File: src/rtl/dmac_pkg.sv
package dmac_pkg;

    localparam int ADDR_W = 32;
    localparam int CNT_W  = 16;
    localparam int REG_AW = 4;
    localparam int REG_DW = 32;
    localparam int NFLAG  = 4;
    localparam int NDIR   = 2;

    localparam int DIR_RX = 0;
    localparam int DIR_TX = 1;

    // flag / mask bit positions
    localparam int FL_RX_END   = 0;
    localparam int FL_RX_FULL  = 1;
    localparam int FL_TX_END   = 2;
    localparam int FL_TX_EMPTY = 3;

    // control strobe bit positions
    localparam int CT_RX_ON  = 0;
    localparam int CT_RX_OFF = 1;
    localparam int CT_TX_ON  = 2;
    localparam int CT_TX_OFF = 3;

    typedef enum logic [REG_AW-1:0] {
        A_RX_CPTR = 4'd0,
        A_RX_CCNT = 4'd1,
        A_RX_NPTR = 4'd2,
        A_RX_NCNT = 4'd3,
        A_TX_CPTR = 4'd4,
        A_TX_CCNT = 4'd5,
        A_TX_NPTR = 4'd6,
        A_TX_NCNT = 4'd7,
        A_CTRL    = 4'd8,
        A_STAT    = 4'd9,
        A_FLAG    = 4'd10,
        A_MSET    = 4'd11,
        A_MCLR    = 4'd12,
        A_MASK    = 4'd13
    } reg_sel_e;

    typedef struct packed {
        logic cptr;
        logic ccnt;
        logic nptr;
        logic ncnt;
    } chain_we_t;

    typedef struct packed {
        logic [ADDR_W-1:0] cptr;
        logic [CNT_W-1:0]  ccnt;
        logic [ADDR_W-1:0] nptr;
        logic [CNT_W-1:0]  ncnt;
    } chain_st_t;

    typedef enum logic [1:0] {
        TXF_IDLE = 2'd0,
        TXF_WAIT = 2'd1,
        TXF_HOLD = 2'd2
    } txf_state_e;

    function automatic logic cur_empty(input chain_st_t s);
        return s.ccnt == '0;
    endfunction

    function automatic logic both_empty(input chain_st_t s);
        return (s.ccnt == '0) && (s.ncnt == '0);
    endfunction

    function automatic logic [NFLAG-1:0] flags_of(input chain_st_t rx, input chain_st_t tx);
        logic [NFLAG-1:0] f;
        f              = '0;
        f[FL_RX_END]   = cur_empty(rx);
        f[FL_RX_FULL]  = both_empty(rx);
        f[FL_TX_END]   = cur_empty(tx);
        f[FL_TX_EMPTY] = both_empty(tx);
        return f;
    endfunction

endpackage

File: src/rtl/dmac_chain.sv
module dmac_chain
    import dmac_pkg::*;
#(
    parameter int STEP = 4
) (
    input  logic              clk,
    input  logic              rst,
    input  chain_we_t         we,
    input  logic [REG_DW-1:0] wdata,
    input  logic              step,
    output chain_st_t         st
);

    localparam logic [ADDR_W-1:0] STEP_A = ADDR_W'(STEP);

    chain_st_t q;
    chain_st_t d;
    logic      any_we;
    logic      reload;
    logic      adv;

    always_comb begin
        any_we = we.cptr | we.ccnt | we.nptr | we.ncnt;
        adv    = step && (q.ccnt != '0);
        reload = (q.ccnt == '0) && (q.ncnt != '0) && !any_we;
        d      = q;

        if (we.cptr)
            d.cptr = wdata[ADDR_W-1:0];
        else if (adv)
            d.cptr = q.cptr + STEP_A;

        if (we.ccnt)
            d.ccnt = wdata[CNT_W-1:0];
        else if (adv)
            d.ccnt = q.ccnt - 1'b1;

        if (we.nptr)
            d.nptr = wdata[ADDR_W-1:0];
        if (we.ncnt)
            d.ncnt = wdata[CNT_W-1:0];

        if (reload) begin
            d.cptr = q.nptr;
            d.ccnt = q.ncnt;
            d.ncnt = '0;
        end
    end

    always_ff @(posedge clk) begin
        if (rst)
            q <= '0;
        else
            q <= d;
    end

    assign st = q;

endmodule

File: src/rtl/dmac_rxpath.sv
module dmac_rxpath
    import dmac_pkg::*;
#(
    parameter int DATA_W = 32
) (
    input  logic              en,
    input  logic              has_work,
    input  logic [ADDR_W-1:0] cptr,
    input  logic              rx_valid,
    input  logic [DATA_W-1:0] rx_data,
    output logic              rx_ready,
    output logic              mw_req,
    output logic [ADDR_W-1:0] mw_addr,
    output logic [DATA_W-1:0] mw_data,
    input  logic              mw_gnt,
    output logic              step
);

    logic live;

    always_comb begin
        live     = en && has_work;
        mw_req   = live && rx_valid;
        rx_ready = live && mw_gnt;
        mw_addr  = cptr;
        mw_data  = rx_data;
        step     = mw_req && mw_gnt;
    end

endmodule

File: src/rtl/dmac_txfetch.sv
module dmac_txfetch
    import dmac_pkg::*;
#(
    parameter int DATA_W = 32
) (
    input  logic              clk,
    input  logic              rst,
    input  logic              en,
    input  logic              has_work,
    input  logic [ADDR_W-1:0] cptr,
    output logic              mr_req,
    output logic [ADDR_W-1:0] mr_addr,
    input  logic              mr_gnt,
    input  logic              mr_rvalid,
    input  logic [DATA_W-1:0] mr_rdata,
    output logic              tx_valid,
    output logic [DATA_W-1:0] tx_data,
    input  logic              tx_ready,
    output logic              step
);

    txf_state_e        state_q, state_d;
    logic [DATA_W-1:0] buf_q, buf_d;

    always_comb begin
        state_d  = state_q;
        buf_d    = buf_q;
        mr_req   = 1'b0;
        tx_valid = 1'b0;
        step     = 1'b0;
        mr_addr  = cptr;
        unique case (state_q)
            TXF_IDLE: begin
                mr_req = en && has_work;
                if (mr_req && mr_gnt)
                    state_d = TXF_WAIT;
            end
            TXF_WAIT: begin
                if (mr_rvalid) begin
                    buf_d   = mr_rdata;
                    state_d = TXF_HOLD;
                end
            end
            TXF_HOLD: begin
                tx_valid = en && has_work;
                if (tx_valid && tx_ready) begin
                    step    = 1'b1;
                    state_d = TXF_IDLE;
                end
            end
            default: state_d = TXF_IDLE;
        endcase
    end

    always_ff @(posedge clk) begin
        if (rst) begin
            state_q <= TXF_IDLE;
            buf_q   <= '0;
        end else begin
            state_q <= state_d;
            buf_q   <= buf_d;
        end
    end

    assign tx_data = buf_q;

endmodule

File: src/rtl/dmac_regs.sv
module dmac_regs
    import dmac_pkg::*;
(
    input  logic              clk,
    input  logic              rst,
    input  logic              reg_wr,
    input  logic [REG_AW-1:0] reg_addr,
    input  logic [REG_DW-1:0] reg_wdata,
    input  chain_st_t         rx_st,
    input  chain_st_t         tx_st,
    output chain_we_t         rx_we,
    output chain_we_t         tx_we,
    output logic              rx_en,
    output logic              tx_en,
    output logic [NFLAG-1:0]  mask,
    output logic [REG_DW-1:0] reg_rdata,
    output logic              irq
);

    reg_sel_e         sel;
    logic             wr_ctrl;
    logic             wr_mset;
    logic             wr_mclr;
    logic [NFLAG-1:0] flags;

    assign sel = reg_sel_e'(reg_addr);

    always_comb begin
        rx_we = '0;
        tx_we = '0;
        if (reg_wr) begin
            case (sel)
                A_RX_CPTR: rx_we.cptr = 1'b1;
                A_RX_CCNT: rx_we.ccnt = 1'b1;
                A_RX_NPTR: rx_we.nptr = 1'b1;
                A_RX_NCNT: rx_we.ncnt = 1'b1;
                A_TX_CPTR: tx_we.cptr = 1'b1;
                A_TX_CCNT: tx_we.ccnt = 1'b1;
                A_TX_NPTR: tx_we.nptr = 1'b1;
                A_TX_NCNT: tx_we.ncnt = 1'b1;
                default: ;
            endcase
        end
    end

    assign wr_ctrl = reg_wr && (sel == A_CTRL);
    assign wr_mset = reg_wr && (sel == A_MSET);
    assign wr_mclr = reg_wr && (sel == A_MCLR);

    always_ff @(posedge clk) begin
        if (rst) begin
            rx_en <= 1'b0;
            tx_en <= 1'b0;
            mask  <= '0;
        end else begin
            if (wr_ctrl) begin
                rx_en <= (rx_en | reg_wdata[CT_RX_ON]) & ~reg_wdata[CT_RX_OFF];
                tx_en <= (tx_en | reg_wdata[CT_TX_ON]) & ~reg_wdata[CT_TX_OFF];
            end
            if (wr_mset)
                mask <= mask | reg_wdata[NFLAG-1:0];
            else if (wr_mclr)
                mask <= mask & ~reg_wdata[NFLAG-1:0];
        end
    end

    always_comb begin
        flags = flags_of(rx_st, tx_st);
        irq   = |(flags & mask);
    end

    always_comb begin
        reg_rdata = '0;
        case (sel)
            A_RX_CPTR: reg_rdata = REG_DW'(rx_st.cptr);
            A_RX_CCNT: reg_rdata = REG_DW'(rx_st.ccnt);
            A_RX_NPTR: reg_rdata = REG_DW'(rx_st.nptr);
            A_RX_NCNT: reg_rdata = REG_DW'(rx_st.ncnt);
            A_TX_CPTR: reg_rdata = REG_DW'(tx_st.cptr);
            A_TX_CCNT: reg_rdata = REG_DW'(tx_st.ccnt);
            A_TX_NPTR: reg_rdata = REG_DW'(tx_st.nptr);
            A_TX_NCNT: reg_rdata = REG_DW'(tx_st.ncnt);
            A_STAT:    reg_rdata = REG_DW'({tx_en, rx_en});
            A_FLAG:    reg_rdata = REG_DW'(flags);
            A_MASK:    reg_rdata = REG_DW'(mask);
            default:   reg_rdata = '0;
        endcase
    end

endmodule

File: src/rtl/dmac_channel.sv
module dmac_channel
    import dmac_pkg::*;
#(
    parameter int DATA_W         = 32,
    parameter int BYTES_PER_WORD = DATA_W / 8
) (
    input  logic              clk,
    input  logic              rst,
    input  logic              reg_wr,
    input  logic [REG_AW-1:0] reg_addr,
    input  logic [REG_DW-1:0] reg_wdata,
    output logic [REG_DW-1:0] reg_rdata,
    output logic              irq,
    input  logic              rx_valid,
    input  logic [DATA_W-1:0] rx_data,
    output logic              rx_ready,
    output logic              tx_valid,
    output logic [DATA_W-1:0] tx_data,
    input  logic              tx_ready,
    output logic              mw_req,
    output logic [ADDR_W-1:0] mw_addr,
    output logic [DATA_W-1:0] mw_data,
    input  logic              mw_gnt,
    output logic              mr_req,
    output logic [ADDR_W-1:0] mr_addr,
    input  logic              mr_gnt,
    input  logic              mr_rvalid,
    input  logic [DATA_W-1:0] mr_rdata
);

    chain_we_t        ch_we   [NDIR];
    chain_st_t        ch_st   [NDIR];
    logic             ch_step [NDIR];
    logic             rx_en;
    logic             tx_en;
    logic [NFLAG-1:0] mask;
    chain_st_t        rx_st;
    chain_st_t        tx_st;

    assign rx_st = ch_st[DIR_RX];
    assign tx_st = ch_st[DIR_TX];

    dmac_regs u_regs (
        .clk       (clk),
        .rst       (rst),
        .reg_wr    (reg_wr),
        .reg_addr  (reg_addr),
        .reg_wdata (reg_wdata),
        .rx_st     (rx_st),
        .tx_st     (tx_st),
        .rx_we     (ch_we[DIR_RX]),
        .tx_we     (ch_we[DIR_TX]),
        .rx_en     (rx_en),
        .tx_en     (tx_en),
        .mask      (mask),
        .reg_rdata (reg_rdata),
        .irq       (irq)
    );

    for (genvar g = 0; g < NDIR; g++) begin : g_chain
        dmac_chain #(
            .STEP (BYTES_PER_WORD)
        ) u_chain (
            .clk   (clk),
            .rst   (rst),
            .we    (ch_we[g]),
            .wdata (reg_wdata),
            .step  (ch_step[g]),
            .st    (ch_st[g])
        );
    end

    dmac_rxpath #(
        .DATA_W (DATA_W)
    ) u_rx (
        .en       (rx_en),
        .has_work (!cur_empty(rx_st)),
        .cptr     (rx_st.cptr),
        .rx_valid (rx_valid),
        .rx_data  (rx_data),
        .rx_ready (rx_ready),
        .mw_req   (mw_req),
        .mw_addr  (mw_addr),
        .mw_data  (mw_data),
        .mw_gnt   (mw_gnt),
        .step     (ch_step[DIR_RX])
    );

    dmac_txfetch #(
        .DATA_W (DATA_W)
    ) u_tx (
        .clk       (clk),
        .rst       (rst),
        .en        (tx_en),
        .has_work  (!cur_empty(tx_st)),
        .cptr      (tx_st.cptr),
        .mr_req    (mr_req),
        .mr_addr   (mr_addr),
        .mr_gnt    (mr_gnt),
        .mr_rvalid (mr_rvalid),
        .mr_rdata  (mr_rdata),
        .tx_valid  (tx_valid),
        .tx_data   (tx_data),
        .tx_ready  (tx_ready),
        .step      (ch_step[DIR_TX])
    );

endmodule

File: config.mk
export PLATFORM = sky130hd
export DESIGN_NAME = dmac_channel
export DESIGN_NICKNAME = d
export VERILOG_FILES = /design/src/rtl/dmac_pkg.sv /design/src/rtl/dmac_chain.sv /design/src/rtl/dmac_rxpath.sv /design/src/rtl/dmac_txfetch.sv /design/src/rtl/dmac_regs.sv /design/src/rtl/dmac_channel.sv
export SDC_FILE = /design/constraint.sdc
export NUM_CORES = 1
export LEC_CHECK = 0
export ABC_AREA = 1
export CORE_MARGIN = 4
export CORE_UTILIZATION = 45
export DETAILED_ROUTE_END_ITERATION = 10
export PLACE_DENSITY = 0.7
export REMOVE_ABC_BUFFERS = 1
export SLEW_MARGIN = 20
export SYNTH_ARGS = -nofsm -noshare
export SYNTH_HDL_FRONTEND = slang
export SYNTH_SLANG_ARGS = --single-unit
File: constraint.sdc
create_clock -name clk -period 4.48 [get_ports clk]
set_input_delay 0.448 -clock clk [delete_from_list [all_inputs] [get_ports clk]]
set_output_delay 0.448 -clock clk [all_outputs]
set_load 0.02 [all_outputs]
==> results.ini <==
[timing]
final_max_slew_viol_count=0
max-slew-margin-rel=0.2952
fin_crit_sh=0.8232
tns_ns=0
rsz0062_at_grt=no
min_period_ns=3.688
setup_viol_count_final=0
tightest_slew_ns=1.053
hold_violations=0
fmax_mhz=271.2
clock_skew_ns=0.02192

[worst_setup_path]
r2r-end=g_chain[1].u_chain.st[76]
setup.worst_path.end_class=primary output
cp-start-kind=primary input
critical-path-top-delay-family=buffers and inverters
regToRegStartpoint=g_chain[1].u_chain.st[48]
crit_path_top_delay_cell=clkdlybuf4s50_1
worstPathRequired_ns=4.03
max_stage_delay_ns=0.64
rrSetupSlack_ns=1.79
r2r_cells=12
path_max_fanout=19
worstPathArrival_ns=3.24
path_cells=clkdlybuf4s50_1 > inv_1 > nand2_1 > nor2_2 > buf_4 > inv_1 > o22ai_1 > a221oi_1 > o211ai_1 > clkdlybuf4s50_1
path_class=in -> out
path_buf_inv=5

[cts]
cts_buffers=28
clk_latency_ns=0.56
ctsResizeCount=0
ctsHoldBuffers=0
htree_levels=1
post_cts_buffers=0
cts-root-buf=clkbuf_16
cts_tree=yes
clk_pin_slew_ns=0.06
clockBufferDepth=3
cts.sinks=232

[global_route]
grt_max_degree=62
track_usage=0.3332
grt_pass1_wl_um=95030
antenna_found_initial=0
grt_pass1_vias=15500
gr-total-overflow=0

[run]
maxCapViolations=0

[power]
peakVddDrop_uv=355.8
seqPwrFrac=0.278
power_density_nw_per_um2=661.8
total_power_w=0.01171
internal_power_w=0.006241
power_leakage_nw=6.845
clkPwrFrac=0.224
switchingPower_w=0.005465
combPwrFrac=0.499
p_sw_frac=0.4669

[yosys]
synth_area_um2=15110
synthCells=2458
async_flop_share=0
yosysSeqAreaShare=0.3073
yosysWarningCount=0
synthFlopType=dfxtp_1
synth_cell_types=47
ys_ff_latch=232
syn_area_per_cell_um2=6.149
synth_edf_count=0

[placed_design]
io_buffers=208
hpwl_um=47490
place_congestion=1.011

[status]
status=finished, final reports clean

[finish]
drive_above_1_share=0.05488
fin_nets=2624
num_antenna_cells=0
area_delta_synth_final_pct=17.04
n_fill_cell=3377

[floorplanning]
die_area_um2=36580
dieHeight_um=191.3
start_util=0.4598
core_um2=32870
ioPinCount=273
rows=66
die_w_um=191.3

[worst_hold_path]
min_to=u_tx.tx_data[11]
hold-path-cell-count=3
hold_path_class=in -> reg
hp-start=mr_rdata[11]

[detailed_routing]
avgViaCountPerCell=5.715
wl_per_cell_um=21.25
remaining_drc_errors=0
drt_iter0_drc=1927
vias=17000
firstDrtPassIters=6
drt.antenna.violating_nets=0
routed_wl_um=63230

[flip-flops by register name (all words and copies together) (netlist names), named ones only]
signal,count
g_chain.u_chain.st,192
u_regs.rx_en,1
u_tx.state_q,2
u_tx.tx_data,32
u_regs.tx_en,1
[worst max-delay path by stage]
stage / to / depth (start not counted) / start
global placement: reg_rdata[7] / 10 / reg_addr[3]
CTS: reg_rdata[7] / 10 / reg_addr[3]
finish: reg_rdata[7] / 10 / reg_addr[3]
global route: reg_rdata[7] / 10 / reg_addr[3]
detailed placement: reg_rdata[7] / 10 / reg_addr[3]
floorplan: g_chain[1].u_chain.st[76] / 5 / rst
[area by class of cell]
cell class	count	area (um2)	share of cell area
clock buffer	39	853.3	0.04824
sequential	232	4644	0.2626
inverter	244	924.6	0.05227
timing repair buffer	229	2235	0.1263
multi-input combinational	1776	8258	0.4669
tap	442	553.0	0.03127
clock inverter	13	220.2	0.01245
[stage by stage]
step,hold slack (ns),setup WS (ns),cells,util,cell area [um2]
detailed placement,0.4542,0.8787,2923,0.5055,16610
CTS,0.4399,0.8697,2975,0.5382,17690
global placement,0.4479,0.9112,2923,0.5055,16610
floorplan,0.4411,1.156,2252,-,13820
global route,0.4606,0.6959,2975,0.5382,17690
finish,0.4532,0.7922,2975,0.5382,17690
[power by group through the flow]
stage / clock network [W] / registers, W / logic (W)
after global placement: 0 / 0.00325 / 0.00567
after detailed placement: 0 / 0.00324 / 0.00573
after global routing: 0.00272 / 0.00328 / 0.00651
after CTS: 0.00263 / 0.00320 / 0.00576
after floorplan: 0 / 0.00317 / 0.00373
final: 0.00262 / 0.00325 / 0.00584
[synthesized netlist by cell type (all sizes together) (9+ instances only)]
| cell | n | share of area |
|---|---|---|
| nand2 | 631 | 0.16 |
| nand3b | 13 | 0.0067 |
| nor2 | 374 | 0.098 |
| o22ai | 37 | 0.015 |
| clkbuf | 51 | 0.013 |
| inv | 243 | 0.061 |
| a221oi | 21 | 0.012 |
| nand3 | 149 | 0.053 |
| nand4 | 21 | 0.010 |
| xor2 | 9 | 0.0052 |
| o21ai | 251 | 0.083 |
| buf | 155 | 0.073 |
| dfxtp | 232 | 0.31 |
| a21oi | 205 | 0.068 |
| o211ai | 25 | 0.013 |
[worst reg2reg max path, cell delays in order, from the launching register on]
cell     delay [ns]
dfxtp_1        0.30
inv_1          0.23
ha_1           0.26
inv_1          0.07
nor2_1         0.10
nand2_1        0.06
nor2_2         0.15
nand3_4        0.25
buf_4          0.31
nand2_1        0.51
a21oi_1        0.13
a21oi_1        0.17
nor2_1         0.05
[layer usage]
layer	vias up	part of all wire	GRT usage
met5	-	0	0
met4	0	0.031	0.09033
met3	131	0.12	0.07999
met2	1021	0.41	0.4858
met1	7833	0.44	0.4900
li1	8016	-	-
[logic make-up (layout without fill, tap and decap cells)]
logic type,count (synthesis),count (layout),synth area share
AO/OA/AOI/OAI,554,554,0.1994
flip-flops,232,232,0.3073
adder cells (fa/ha/maj),5,5,0.004139
XOR/XNOR,15,15,0.008693
buffers and inverters,450,525,0.1468
AND/OR/NAND/NOR,1202,1202,0.3336
[cells in the final DEF (no fill, tap or decap), types with 3 or more instances in the layout]
cell type | Yosys | layout
a21oi_1 | 205 | 205
o2111ai_1 | 5 | 5
clkbuf_16 | 0 | 29
nand2_4 | 3 | 3
nand4_1 | 19 | 19
nand3_4 | 4 | 4
nor2_2 | 9 | 11
xor2_1 | 9 | 9
o22ai_1 | 37 | 37
a221oi_1 | 21 | 21
or2_2 | 5 | 5
o211ai_1 | 24 | 24
clkinv_2 | 0 | 6
nand3b_1 | 12 | 12
xnor2_1 | 6 | 6
nor3_1 | 3 | 3
o21bai_1 | 4 | 4
dfxtp_1 | 232 | 232
nand2_1 | 621 | 620
o21ai_1 | 31 | 31
inv_1 | 226 | 226
buf_4 | 106 | 21
nand3_1 | 143 | 143
ha_1 | 5 | 5
nand2_2 | 7 | 8
inv_2 | 14 | 14
nor2_1 | 357 | 355
nor2_4 | 8 | 8
bufinv_16 | 0 | 6
o21ai_0 | 220 | 220
clkbuf_8 | 0 | 9
inv_4 | 3 | 3
a31oi_1 | 3 | 3
clkdlybuf4s50_1 | 0 | 207
Power figures use the tool's default switching activity.
